### config.mk
export PLATFORM = sky130hd
export DESIGN_NAME = fifo_trig_ctrl
export DESIGN_NICKNAME = d
export VERILOG_FILES = /design/src/rtl/fifo_trig_pkg.sv /design/src/rtl/byte_fifo.sv /design/src/rtl/trig_unit.sv /design/src/rtl/host_regs.sv /design/src/rtl/fifo_trig_ctrl.sv
export SDC_FILE = /design/constraint.sdc
export NUM_CORES = 2
export LEC_CHECK = 0
export ABC_AREA = 1
export CORE_MARGIN = 4
export CORE_UTILIZATION = 40
export CTS_CLUSTER_DIAMETER = 50
export DETAILED_ROUTE_END_ITERATION = 7
export DONT_BUFFER_PORTS = 1
export PLACE_DENSITY = 0.67
export SLEW_MARGIN = 10
export SYNTH_ARGS = -nofsm -noshare
export SYNTH_HDL_FRONTEND = slang
export SYNTH_HIERARCHICAL = 1
export SYNTH_SLANG_ARGS = --single-unit
### constraint.sdc
create_clock -name clk -period 2.6 [get_ports clk]
set_clock_uncertainty 0.2 [all_clocks]
set_input_delay 0.26 -clock clk [delete_from_list [all_inputs] [get_ports clk]]
set_output_delay 0.26 -clock clk [all_outputs]
set_load 0.005 [all_outputs]
### src/rtl/fifo_trig_pkg.sv
// Shared constants and helpers for the FIFO trigger controller.
// Assumes the FIFO depth is at least the largest legacy level (60).
package fifo_trig_pkg;

    localparam logic [2:0] REG_DATA   = 3'd0;
    localparam logic [2:0] REG_CTRL   = 3'd1;
    localparam logic [2:0] REG_RX_LVL = 3'd2;
    localparam logic [2:0] REG_TX_LVL = 3'd3;
    localparam logic [2:0] REG_STATUS = 3'd4;
    localparam logic [2:0] REG_RX_CNT = 3'd5;
    localparam logic [2:0] REG_TX_CNT = 3'd6;

    // Stored part of the control register.
    typedef struct packed {
        logic [1:0] tx_code;
        logic [1:0] rx_code;
        logic       ext_mode;
    } ctrl_t;

    // Legacy fixed level from a two-bit code.
    function automatic int unsigned legacy_level(input logic [1:0] code);
        case (code)
            2'b00:   return 8;
            2'b01:   return 16;
            2'b10:   return 56;
            default: return 60;
        endcase
    endfunction

    // Effective threshold for either mode, clamped to 1..depth.
    function automatic int unsigned resolve_level(input logic ext, input logic [1:0] code,
                                                  input logic [7:0] prog, input int unsigned depth);
        if (!ext)
            return legacy_level(code);
        if (prog == 8'd0)
            return 1;
        if (32'(prog) > depth)
            return depth;
        return 32'(prog);
    endfunction

endpackage

### src/rtl/byte_fifo.sv
// Circular byte buffer with occupancy count and a synchronous clear.
// Push into a full buffer and pop from an empty one are ignored.
// Clear takes precedence over push and pop in the same cycle.
module byte_fifo #(
    parameter  int WIDTH = 8,
    parameter  int DEPTH = 128,
    localparam int PTR_W = $clog2(DEPTH),
    localparam int CNT_W = $clog2(DEPTH + 1)
) (
    input  logic             clk,
    input  logic             rst_n,
    input  logic             clr,
    input  logic             push,
    input  logic [WIDTH-1:0] din,
    input  logic             pop,
    output logic [WIDTH-1:0] dout,
    output logic [CNT_W-1:0] count,
    output logic             full,
    output logic             empty
);

    logic [WIDTH-1:0] mem [DEPTH];
    logic [PTR_W-1:0] wr_ptr;
    logic [PTR_W-1:0] rd_ptr;
    logic             do_push;
    logic             do_pop;

    // Qualify the requests against the current fill state.
    always_comb begin
        full    = (count == CNT_W'(DEPTH));
        empty   = (count == '0);
        do_push = push && !full;
        do_pop  = pop && !empty;
        dout    = mem[rd_ptr];
    end

    // Store an accepted byte at the write pointer.
    always_ff @(posedge clk) begin
        if (do_push && !clr)
            mem[wr_ptr] <= din;
    end

    // Advance the pointers and track occupancy.
    always_ff @(posedge clk) begin
        if (!rst_n || clr) begin
            wr_ptr <= '0;
            rd_ptr <= '0;
            count  <= '0;
        end else begin
            if (do_push)
                wr_ptr <= (wr_ptr == PTR_W'(DEPTH - 1)) ? '0 : wr_ptr + 1'b1;
            if (do_pop)
                rd_ptr <= (rd_ptr == PTR_W'(DEPTH - 1)) ? '0 : rd_ptr + 1'b1;
            if (do_push && !do_pop)
                count <= count + 1'b1;
            else if (do_pop && !do_push)
                count <= count - 1'b1;
        end
    end

endmodule

### src/rtl/trig_unit.sv
// Threshold comparator for one interrupt direction.
// Compares a quantity (occupancy or free space) with the resolved level.
module trig_unit #(
    parameter  int DEPTH = 128,
    localparam int CNT_W = $clog2(DEPTH + 1)
) (
    input  logic             ext_mode,
    input  logic [1:0]       code,
    input  logic [7:0]       prog,
    input  logic [CNT_W-1:0] amount,
    output logic             irq
);

    import fifo_trig_pkg::*;

    int unsigned level;

    // Pick the level for the active mode and compare.
    always_comb begin
        level = resolve_level(ext_mode, code, prog, DEPTH);
        irq   = (32'(amount) >= level);
    end

endmodule

### src/rtl/host_regs.sv
// Host register port: qualifies accesses by chip select and the two top
// address bits, holds control and level registers and the overrun flag,
// and drives the read mux. Assumes single-cycle strobes.
module host_regs #(
    parameter  int ADDR_W = 8,
    parameter  int DEPTH  = 128,
    localparam int CNT_W  = $clog2(DEPTH + 1)
) (
    input  logic                  clk,
    input  logic                  rst_n,
    input  logic                  cs_n,
    input  logic [ADDR_W-1:0]     addr,
    input  logic                  wr_en,
    input  logic                  rd_en,
    input  logic [7:0]            wdata,
    output logic [7:0]            rdata,
    output logic                  rdata_oe,
    input  logic [7:0]            rx_head,
    input  logic                  rx_empty,
    input  logic                  rx_full,
    input  logic [CNT_W-1:0]      rx_count,
    input  logic                  tx_full,
    input  logic [CNT_W-1:0]      tx_count,
    input  logic                  rx_irq,
    input  logic                  tx_irq,
    input  logic                  rx_push,
    output logic                  tx_push,
    output logic                  rx_pop,
    output logic                  rx_clr,
    output logic                  tx_clr,
    output fifo_trig_pkg::ctrl_t  ctrl,
    output logic [7:0]            rx_prog,
    output logic [7:0]            tx_prog,
    output logic                  overrun
);

    import fifo_trig_pkg::*;

    logic       selected;
    logic       wr_hit;
    logic       rd_hit;
    logic [2:0] idx;
    logic       ctrl_wr;
    logic       soft_rst;

    // Decode the access and derive the FIFO strobes.
    always_comb begin
        selected = !cs_n && (addr[ADDR_W-1 -: 2] == 2'b00);
        idx      = addr[2:0];
        wr_hit   = selected && wr_en;
        rd_hit   = selected && rd_en;
        ctrl_wr  = wr_hit && (idx == REG_CTRL);
        soft_rst = ctrl_wr && wdata[3];
        rx_clr   = ctrl_wr && (wdata[1] || wdata[3]);
        tx_clr   = ctrl_wr && (wdata[2] || wdata[3]);
        tx_push  = wr_hit && (idx == REG_DATA);
        rx_pop   = rd_hit && (idx == REG_DATA);
        rdata_oe = rd_hit;
    end

    // Control register: mode and legacy codes, restored by software reset.
    always_ff @(posedge clk) begin
        if (!rst_n || soft_rst) begin
            ctrl <= '0;
        end else if (ctrl_wr) begin
            ctrl.ext_mode <= wdata[0];
            ctrl.rx_code  <= wdata[5:4];
            ctrl.tx_code  <= wdata[7:6];
        end
    end

    // Programmable extended-mode levels.
    always_ff @(posedge clk) begin
        if (!rst_n) begin
            rx_prog <= 8'd1;
            tx_prog <= 8'd1;
        end else if (wr_hit) begin
            if (idx == REG_RX_LVL) rx_prog <= wdata;
            if (idx == REG_TX_LVL) tx_prog <= wdata;
        end
    end

    // Sticky overrun: set on a push into a full FIFO, cleared by status read.
    always_ff @(posedge clk) begin
        if (!rst_n || soft_rst)
            overrun <= 1'b0;
        else if (rx_push && rx_full)
            overrun <= 1'b1;
        else if (rd_hit && (idx == REG_STATUS))
            overrun <= 1'b0;
    end

    // Read data mux; zero whenever the bus is not driven.
    always_comb begin
        rdata = '0;
        if (rd_hit) begin
            case (idx)
                REG_DATA:   rdata = rx_empty ? 8'h00 : rx_head;
                REG_CTRL:   rdata = {ctrl.tx_code, ctrl.rx_code, 3'b000, ctrl.ext_mode};
                REG_RX_LVL: rdata = rx_prog;
                REG_TX_LVL: rdata = tx_prog;
                REG_STATUS: rdata = {3'b000, tx_irq, rx_irq, tx_full, rx_empty, overrun};
                REG_RX_CNT: rdata = 8'(rx_count);
                REG_TX_CNT: rdata = 8'(tx_count);
                default:    rdata = '0;
            endcase
        end
    end

endmodule

### src/rtl/fifo_trig_ctrl.sv
// Top level: two byte FIFOs, two threshold comparators and the host port.
// The serializer side is a byte push (receive) and pop (transmit) handshake.
module fifo_trig_ctrl #(
    parameter  int ADDR_W = 8,
    parameter  int DEPTH  = 128,
    localparam int CNT_W  = $clog2(DEPTH + 1)
) (
    input  logic              clk,
    input  logic              rst_n,
    input  logic              cs_n,
    input  logic [ADDR_W-1:0] addr,
    input  logic              wr_en,
    input  logic              rd_en,
    input  logic [7:0]        wdata,
    output logic [7:0]        rdata,
    output logic              rdata_oe,
    input  logic              rx_push,
    input  logic [7:0]        rx_data,
    input  logic              tx_pop,
    output logic [7:0]        tx_data,
    output logic              tx_valid,
    output logic              rx_irq,
    output logic              tx_irq
);

    import fifo_trig_pkg::*;

    ctrl_t            ctrl;
    logic [7:0]       rx_prog;
    logic [7:0]       tx_prog;
    logic             overrun;
    logic [7:0]       rx_head;
    logic [CNT_W-1:0] rx_count;
    logic [CNT_W-1:0] tx_count;
    logic [CNT_W-1:0] tx_free;
    logic             rx_full;
    logic             rx_empty;
    logic             tx_full;
    logic             tx_empty;
    logic             tx_push;
    logic             rx_pop;
    logic             rx_clr;
    logic             tx_clr;

    // Free space feeds the transmit comparator.
    always_comb begin
        tx_free  = CNT_W'(DEPTH) - tx_count;
        tx_valid = !tx_empty;
    end

    host_regs #(.ADDR_W(ADDR_W), .DEPTH(DEPTH)) u_regs (
        .clk(clk), .rst_n(rst_n), .cs_n(cs_n), .addr(addr),
        .wr_en(wr_en), .rd_en(rd_en), .wdata(wdata),
        .rdata(rdata), .rdata_oe(rdata_oe),
        .rx_head(rx_head), .rx_empty(rx_empty), .rx_full(rx_full), .rx_count(rx_count),
        .tx_full(tx_full), .tx_count(tx_count), .rx_irq(rx_irq), .tx_irq(tx_irq),
        .rx_push(rx_push), .tx_push(tx_push), .rx_pop(rx_pop),
        .rx_clr(rx_clr), .tx_clr(tx_clr), .ctrl(ctrl),
        .rx_prog(rx_prog), .tx_prog(tx_prog), .overrun(overrun)
    );

    byte_fifo #(.WIDTH(8), .DEPTH(DEPTH)) u_rx_fifo (
        .clk(clk), .rst_n(rst_n), .clr(rx_clr),
        .push(rx_push), .din(rx_data), .pop(rx_pop),
        .dout(rx_head), .count(rx_count), .full(rx_full), .empty(rx_empty)
    );

    byte_fifo #(.WIDTH(8), .DEPTH(DEPTH)) u_tx_fifo (
        .clk(clk), .rst_n(rst_n), .clr(tx_clr),
        .push(tx_push), .din(wdata), .pop(tx_pop),
        .dout(tx_data), .count(tx_count), .full(tx_full), .empty(tx_empty)
    );

    trig_unit #(.DEPTH(DEPTH)) u_rx_trig (
        .ext_mode(ctrl.ext_mode), .code(ctrl.rx_code), .prog(rx_prog),
        .amount(rx_count), .irq(rx_irq)
    );

    trig_unit #(.DEPTH(DEPTH)) u_tx_trig (
        .ext_mode(ctrl.ext_mode), .code(ctrl.tx_code), .prog(tx_prog),
        .amount(tx_free), .irq(tx_irq)
    );

endmodule

==> impl_metrics.json <==
{
  "cts_sinks": 2128,
  "holdCritStartpoint": "wr_en",
  "slew_viol_final": 0,
  "arrival_ns": 3.55,
  "synth_flop_cell": "edfxtp_1",
  "slew-limit-headroom_pct": 30.7,
  "synth_warnings": 6,
  "grt_pass1_wl_mm": 377,
  "rsz0062_at_grt": "yes",
  "path_max_fanout": 7,
  "die_area_um2": 232000,
  "layout-drive-gt1-share_pct": 23.4,
  "synth_cell_types": 49,
  "synthArstFlopShare_pct": 0,
  "syn_nets": 7942,
  "grt_overflow": 0,
  "die_w_um": 481,
  "io-pin-count": 51,
  "nNetsFinal": 8567,
  "cp_slowest_stage_delay_ns": 0.38,
  "rr_endpoint": "u_rx_fifo/count[7]",
  "place.gp.congestion": 0.891,
  "vias": 64600,
  "regToRegStartpoint": "u_rx_fifo/count[5]",
  "viasPerCell": 5.53,
  "clock_path_buffers": 3,
  "firstDrtPassIters": 6,
  "post-route-min-period_ns": 4.01,
  "crit_path_start_kind": "register",
  "num_rows": 173,
  "synth-edff-count": 2048,
  "setup-tns-final_ns": -18.49,
  "crit_path_cell_trace": "buf_12, clkinv_16, buf_16, buf_12, buf_4, nand2_1, nand3_1, nand3_2, nand3_2, nand2_2, nand2_2, nand3_2, nand2_1, nand2_2, nand2_4, inv_2, nor2_4, nand3_2, nand3_2, nor2_4, nor2_2, buf_4",
  "setup_ws_ns": -1.41,
  "power_mw": 87.8,
  "grt_pass1_vias": 62100,
  "drt_iter0_drc": 8642,
  "clk_latency_ns": 0.89,
  "violations": "setup timing",
  "coreArea_um2": 223000,
  "start_util_pct": 40.3,
  "reg2reg_slack_ns": -0.15,
  "final_common_cell": "nand2_1",
  "min_path_type": "input port to register",
  "holdPathStages": 6,
  "maxCapViolations": 0,
  "grt_max_degree": 132,
  "track_usage_pct": 21.0,
  "rr_worst_depth": 17,
  "timing.fmax_mhz": 250,
  "cts_made_buffers": 225,
  "cp-end-kind": "output pin",
  "peakVddDrop_v": 0.000748,
  "critical_path.slowest_cell": "dfxtp_4",
  "drt-total-wl_mm": 256,
  "required_ns": 2.14,
  "cts.htree.levels": 4,
  "drc": 0,
  "wl_per_cell_um": 21.9,
  "worst_pin_slew_ns": 1.04,
  "syn_avg_cell_area_um2": 11.4,
  "clk_pin_slew_ns": 0.07,
  "finalCritPeriodShare_pct": 154,
  "status": "complete, but fails checks",
  "hold_viol": 0,
  "netlist_area_um2": 89600,
  "synth-seq-cells": 2128,
  "setup_violations": 22,
  "cts-root-buf": "clkbuf_16",
  "ant_nets": 0,
  "crit_top_cell": "nand3_2",
  "leakage_nw": 41.1,
  "power_density_nw_per_um2": 781,
  "chipHeight_um": 481,
  "synth_seq_area_share_pct": 70.4,
  "port-buffer-count": 0,
  "hold_path_end": "u_regs/ctrl[2]",
  "areaGrowthSynthToFinish_pct": 25.4,
  "final_cell_mix": "nand2_1 (2306), edfxtp_1 (2048), nand3_1 (1477)",
  "dp_slack_ns": -0.693,
  "cts_tree": "yes",
  "antenna_found_initial": 6,
  "crit_type": "register to output pin",
  "syn_inst": 7872,
  "hpwl_mm": 140
}
synthesized netlist by cell type (27+ instances only):
library cell     n  area share, %
edfxtp_1      2048             69
buf_6          103            1.3
nand3_1       1900             11
buf_4           47           0.39
a21oi_1         43           0.24
nand4_1         42           0.29
inv_1          123           0.51
nand2_1       2555             11
buf_2          237            1.3
nor2_1         376            1.6
ha_1            37           0.52
clkbuf_1        59           0.25
dfxtp_1         80            1.8
buf_1           32           0.13
nor3_1          27           0.15
worst max-delay path: cells and delay by family (launching register included):
| kind | cells | cell delay (ns) |
|---|---|---|
| flip-flops | 1 | 0.38 |
| AND/OR/NAND/NOR | 15 | 1.26 |
| buffers and inverters | 7 | 0.95 |
stage by stage:
step | area (um2) | hold WS, ns | utilization (%) | instances
detailed placement | 96800 | 0.170 | 43.5 | 11000
finish | 112000 | 0.000565 | 50.5 | 11700
CTS | 109000 | 0.0108 | 48.9 | 11600
floorplan | 89700 | 0.159 | - | 7872
global placement | 96800 | 0.154 | 43.5 | 11000
global route | 112000 | 0.0191 | 50.5 | 11700
report_power, final:
group / leakage [nW] / switching [mW] / internal, mW / total, mW
clock: 3.72 / 14.0 / 18.7 / 32.8
combinational: 18.4 / 10.4 / 6.77 / 17.2
sequential: 19.1 / 0.118 / 37.7 / 37.8
total: 41.1 / 24.6 / 63.2 / 87.8
cell families (layout without fill, tap and decap cells):
kind of cell	Yosys count	in the layout	synth area share, %
AOI/OAI and AO/OA	95	95	0.620
xor gates and xnor gates	25	25	0.244
adders and majority gates	39	39	0.561
buffers and inverters	627	1448	4.11
DFF	2128	2128	70.4
other	0	3	0
and+or+nand+nor	4958	4958	24.1
worst max-delay path by stage:
stage,start,to,depth (start not counted)
global placement,register,rdata[0],19
detailed placement,register,rdata[0],19
finish,register,rdata[5],22
floorplan,u_rx_fifo/count[4],u_rx_fifo/count[5],15
global route,register,rdata[1],20
CTS,register,rdata[5],21
area by class of cell:
cell class / count / area, um2
diodes: 3 / 7.51
clock buffers: 266 / 5900
clock inverters: 157 / 1810
fillers: 18600 / 110000
inverters: 142 / 624
multi-input cells: 5117 / 26500
flip-flops and latches: 2128 / 63100
well taps: 2975 / 3720
repair buffers: 879 / 10700
repair inverters: 4 / 50.0
routing by layer:
metal	vias to the layer above	part of all wire [%]	wire, um	global-route usage (%)
met2	3507	46	119000	33.4
met4	4	3.7	9500	7.39
li1	28900	-	-	-
met5	-	0.029	75	0
met1	31500	40	101000	29.0
met3	601	10	25800	3.97
state kept, by name (all words and copies together) (netlist names), named ones only:
signal,count
u_tx_fifo/count,8
u_rx_fifo/mem,1024
u_tx_fifo/rd_ptr,7
u_rx_fifo/rd_ptr,7
u_regs/tx_prog,8
u_regs/overrun,1
u_tx_fifo/mem,1024
u_rx_fifo/wr_ptr,7
u_rx_fifo/count,8
u_tx_fifo/wr_ptr,7
u_regs/ctrl,5
u_regs/rx_prog,8
what timing repair did:
item,CTS,global route
hold buffers,52,0
setup buffers,60,33
resized for setup,435,623
pin swaps,104,284
gates cloned,42,39
setup endpoints to repair,26,2111
endpoints found under the hold margin,2128,0
Note: power is estimated with default switching activity, not from simulation.
